--- src/rtl/clk_pwr_pkg.sv ---
package clk_pwr_pkg;
  localparam int OP_W   = 4;
  localparam int SEL_W  = 2;
  localparam int NUM_SRC = 3;

  typedef enum logic [OP_W-1:0] {
    OP_SYS_OFF  = 4'd0,
    OP_SYS_ON   = 4'd1,
    OP_BIAS_OFF = 4'd2,
    OP_BIAS_ON  = 4'd3
  } op_e;

  typedef enum logic [SEL_W-1:0] {
    SRC_RC   = 2'd0,
    SRC_XTAL = 2'd1,
    SRC_EXT  = 2'd2
  } src_e;

  typedef struct packed {
    logic sys_on;
    logic bias_on;
  } pwr_state_t;
endpackage

--- src/rtl/clk_pwr_state.sv ---
module clk_pwr_state
  import clk_pwr_pkg::*;
(
  input  logic            clk,
  input  logic            rst_n,
  input  logic            cmd_valid,
  input  logic [OP_W-1:0] cmd_op,
  output pwr_state_t      state_q
);
  pwr_state_t state_d;
  logic       st_en;

  // next-state decode; unknown opcodes fall to default
  always_comb begin
    state_d = state_q;
    st_en   = 1'b0;
    if (cmd_valid) begin
      unique case (cmd_op)
        OP_SYS_OFF:  begin state_d.sys_on = 1'b0; state_d.bias_on = 1'b0; st_en = 1'b1; end
        OP_SYS_ON:   begin state_d.sys_on = 1'b1; st_en = 1'b1; end
        OP_BIAS_OFF: begin state_d.bias_on = 1'b0; st_en = 1'b1; end
        OP_BIAS_ON:  begin state_d.bias_on = state_q.sys_on | state_q.bias_on; st_en = 1'b1; end
        default:     st_en = 1'b0;
      endcase
    end
  end

  // both off after reset
  always_ff @(posedge clk or negedge rst_n) begin
    if (!rst_n) begin
      state_q <= '0;
    end else if (st_en) begin
      state_q <= state_d;
    end
  end
endmodule

--- src/rtl/clk_src_mux.sv ---
module clk_src_mux
  import clk_pwr_pkg::*;
#(
  parameter int N_SRC = NUM_SRC
) (
  input  logic [SEL_W-1:0] src_sel,
  input  logic             xtal_ext_drv,
  input  logic [N_SRC-1:0] src_tick,
  output logic             tick_sel,
  output logic             stoppable
);
  localparam int LAST = N_SRC - 1;
  logic [N_SRC-1:0] hit;

  // one-hot pick; codes beyond the last source map to the last one
  for (genvar g = 0; g < N_SRC; g++) begin : g_pick
    if (g == LAST) begin : g_last
      assign hit[g] = (int'(src_sel) >= g);
    end else begin : g_mid
      assign hit[g] = (int'(src_sel) == g);
    end
  end

  assign tick_sel = |(hit & src_tick);

  // only RC, or a crystal that is really a crystal, may be halted
  always_comb begin
    stoppable = 1'b0;
    if (src_sel == SRC_RC)        stoppable = 1'b1;
    else if (src_sel == SRC_XTAL) stoppable = ~xtal_ext_drv;
  end
endmodule

--- src/rtl/clk_pwr_ctrl.sv ---
module clk_pwr_ctrl
  import clk_pwr_pkg::*;
(
  input  logic               clk,
  input  logic               rst_n,
  input  logic               cmd_valid,
  input  logic [OP_W-1:0]    cmd_op,
  input  logic [SEL_W-1:0]   src_sel,
  input  logic               xtal_ext_drv,
  input  logic [NUM_SRC-1:0] src_tick,
  output logic               clk_en,
  output logic               bias_en,
  output logic               disp_blank,
  output logic               pwr_down,
  output logic               osc_run
);
  pwr_state_t st;
  logic       tick_sel;
  logic       stoppable;

  clk_pwr_state i_state (
    .clk       (clk),
    .rst_n     (rst_n),
    .cmd_valid (cmd_valid),
    .cmd_op    (cmd_op),
    .state_q   (st)
  );

  clk_src_mux #(.N_SRC(NUM_SRC)) i_mux (
    .src_sel      (src_sel),
    .xtal_ext_drv (xtal_ext_drv),
    .src_tick     (src_tick),
    .tick_sel     (tick_sel),
    .stoppable    (stoppable)
  );

  // outputs derived from state and source
  assign clk_en     = st.sys_on & tick_sel;
  assign bias_en    = st.bias_on;
  assign disp_blank = ~st.sys_on;
  assign pwr_down   = ~st.sys_on & ~st.bias_on & stoppable;
  assign osc_run    = ~pwr_down;
endmodule

--- config.mk ---
export PLATFORM = sky130hd
export DESIGN_NAME = clk_pwr_ctrl
export DESIGN_NICKNAME = d
export VERILOG_FILES = /design/src/rtl/clk_pwr_pkg.sv /design/src/rtl/clk_pwr_state.sv /design/src/rtl/clk_src_mux.sv /design/src/rtl/clk_pwr_ctrl.sv
export SDC_FILE = /design/constraint.sdc
export NUM_CORES = 1
export LEC_CHECK = 0
export CORE_AREA = 2 2 39 41
export DETAILED_ROUTE_END_ITERATION = 10
export DIE_AREA = 0 0 41 43
export DONT_BUFFER_PORTS = 1
export GPL_TIMING_DRIVEN = 0
export SETUP_SLACK_MARGIN = 0.1
export SYNTH_ARGS = -nofsm -noshare
export SYNTH_HDL_FRONTEND = slang
export SYNTH_SLANG_ARGS = --single-unit
--- constraint.sdc ---
create_clock -name clk -period 2.05 [get_ports clk]
set_input_delay 0.205 -clock clk [delete_from_list [all_inputs] [get_ports clk]]
set_output_delay 0.205 -clock clk [all_outputs]
set_load 0.02 [all_outputs]
==> qor.yml <==
synthSimpleGateAreaFrac: 0.182
postSynthCellCount: 15
wl_met1_um: 96
cts_tree: "yes"
synth_area_per_cell_um2: 9.18
cts_root_buffer: "clkbuf_4"
synth_cell_types: 12
drt-vias-per-instance: 4.00
path_max_fanout: 3
drv_cap: 0
worstMarginPinSlew_ns: 0.447
final_layout_size_suffix_gt1_frac: 0.263
final-max-slew-violation-count: 0
synth_area_um2: 138
timing.final.ws_setup_ns: 0.451
muxShareOfSynthArea: 0.155
first_iter_violations: 0
initial_utilization: 0.0995
status: "completed"
holdBufCountCts: 1
relSlewSlack: 0.703
tns_ns: 0
synth_top_family_by_area: "compound AO/OA/AOI/OAI gates"
clk_path_buf_depth: 2
die_w_um: 41
path_clk_slew_ns: 0.03
dp_slack_ns: 0.666
route.met2.wl_um: 196
worst_r2r_endpoint: "i_state.state_q[1]"
largest_reg_flops: 2
grt_pass1_wl_um: 483
cp.arrival_ns: 1.39
yosys_register_bits: 2
cts_htree_levels: 1
gp_congestion: 0.577
r2r_cells: 1
fin_hold_ws_ns: 0.119
grt_max_degree: 6
start_kind: "register"
numCtsBuffers: 3
finClkSkew_ns: 0.00361
ys_seq_area_frac: 0.364
vdd_drop_max_mv: 0.156
max_freq_mhz: 625
fillCellCount: 155
dr_wl_met3_um: 94
die_area_mm2: 0.00176
synthAdderAreaFrac: 0
core_area_mm2: 0.00138
yosysWarnings: 0
grt_usage: 0.0501
synth_compound_area_frac: 0.218
rsz0062_at_grt: "no"
path_class: "register to output pin"
area_growth_pct: 38.2
largest-register: "i_state.state_q"
die_h_um: 43
cts_setup_buffers: 0
power.leakage_nw: 0.0880
ctsResizeCount: 0
routedWlPerCell_um: 11.0
cp.required_ns: 1.85
antennaDiodeCount: 0
io_pins: 18
min_period_over_period: 0.780
vias: 140
num_rows: 14
setup.worst_path.end_class: "output pin"
reg_top3: "i_state.state_q (2)"
hold_class: "input port to register"
fin_crit_ns: 1.60
worstHoldStart: "cmd_op[0]"
wl_um: 386
synth_xor_area_frac: 0
highest_layer: "met3"
grt_pass1_vias: 151
multi_input_area_um2: 76.3
r2r_start: "i_state.state_q[1]"
clock-sinks: 2
final_util: 0.137
drcViolationCount: 0
syn_nets: 28
setup_viol: 0
p_per_area_mw_per_mm2: 1040
finalHoldViolCount: 0
final_antenna_net_count: 0
portBuffers: 0
first_pass_iters: 1
worst_hold_path.endpoint: "i_state.state_q[1]"
antenna_found_initial: 0
layout.nets: 34
overflow: 0
power_mw: 0.198
area.sequential_um2: 50.0
clk_latency_ns: 0.22
r2r_setup_slack_ns: 1.22
hold_depth: 1
[final cells by class]
cell class | instances | share of cell area
sequential | 2 | 0.263
inverter | 3 | 0.0592
clock buffer | 3 | 0.118
timing repair buffer | 1 | 0.0526
tap | 16 | 0.105
multi-input combinational | 10 | 0.401
[per-layer routing]
metal | GRT usage | up-vias
li1 | - | 62
met3 | 0.0366 | 0
met4 | 0.0800 | 0
met5 | 0 | -
met1 | 0.0224 | 62
met2 | 0.0750 | 16
[cells in the mapped netlist]
master	instances	share of area
inv_1	3	0.082
dfrtp_1	2	0.36
a2111o_1	1	0.082
a21oi_1	1	0.036
mux2_1	1	0.082
mux2i_1	1	0.073
nand2_1	1	0.027
nor2_1	1	0.027
nor2_2	1	0.045
o21ai_1	1	0.036
o22a_1	1	0.064
or3b_4	1	0.082
[report_power, final]
part	leakage, nW	internal [mW]	switching [mW]
clock network	0.0138	0.0646	0.0229
logic	0.0493	0.0148	0.0285
registers	0.0248	0.0490	0.0179
[cells by family after synthesis]
family	count (synthesis)
AOI/OAI and AO/OA	4
and+or+nand+nor	4
buffers and inverters	3
muxes	2
DFF	2
[worst max-delay path by stage]
stage / startpoint / end / slack [ns] / depth (start not counted)
global route: i_state.state_q[0] / pwr_down / 0.38 / 2
global placement: i_state.state_q[0] / pwr_down / 0.67 / 2
floorplan: i_state.state_q[0] / pwr_down / 0.74 / 2
CTS: i_state.state_q[0] / pwr_down / 0.42 / 2
detailed placement: i_state.state_q[0] / pwr_down / 0.67 / 2
finish: i_state.state_q[0] / pwr_down / 0.45 / 2
[worst max-delay path, cell delays in order, from the launching register on]
cell      delay (ns)
dfrtp_1         0.47
a2111o_1        0.50
inv_1           0.20
[per-stage QoR]
stage / instances / instance area (um^2)
3_3_place_gp: 31 / 158
2_1_floorplan: 15 / 138
3_5_place_dp: 31 / 158
4_1_cts: 35 / 190
6_report: 35 / 190
5_1_grt: 35 / 190
[layout by cell type (no fill, tap or decap)]
cell,synthesis,final
dfrtp_1,2,2
o22a_1,1,1
nand2_1,1,1
dlygate4sd3_1,0,1
clkbuf_4,0,3
a2111o_1,1,1
nor2_1,1,1
inv_1,3,3
o21ai_1,1,1
mux2_1,1,1
nor2_2,1,1
or3b_4,1,1
mux2i_1,1,1
a21oi_1,1,1
No activity file was read; power rests on OpenSTA's default activity.
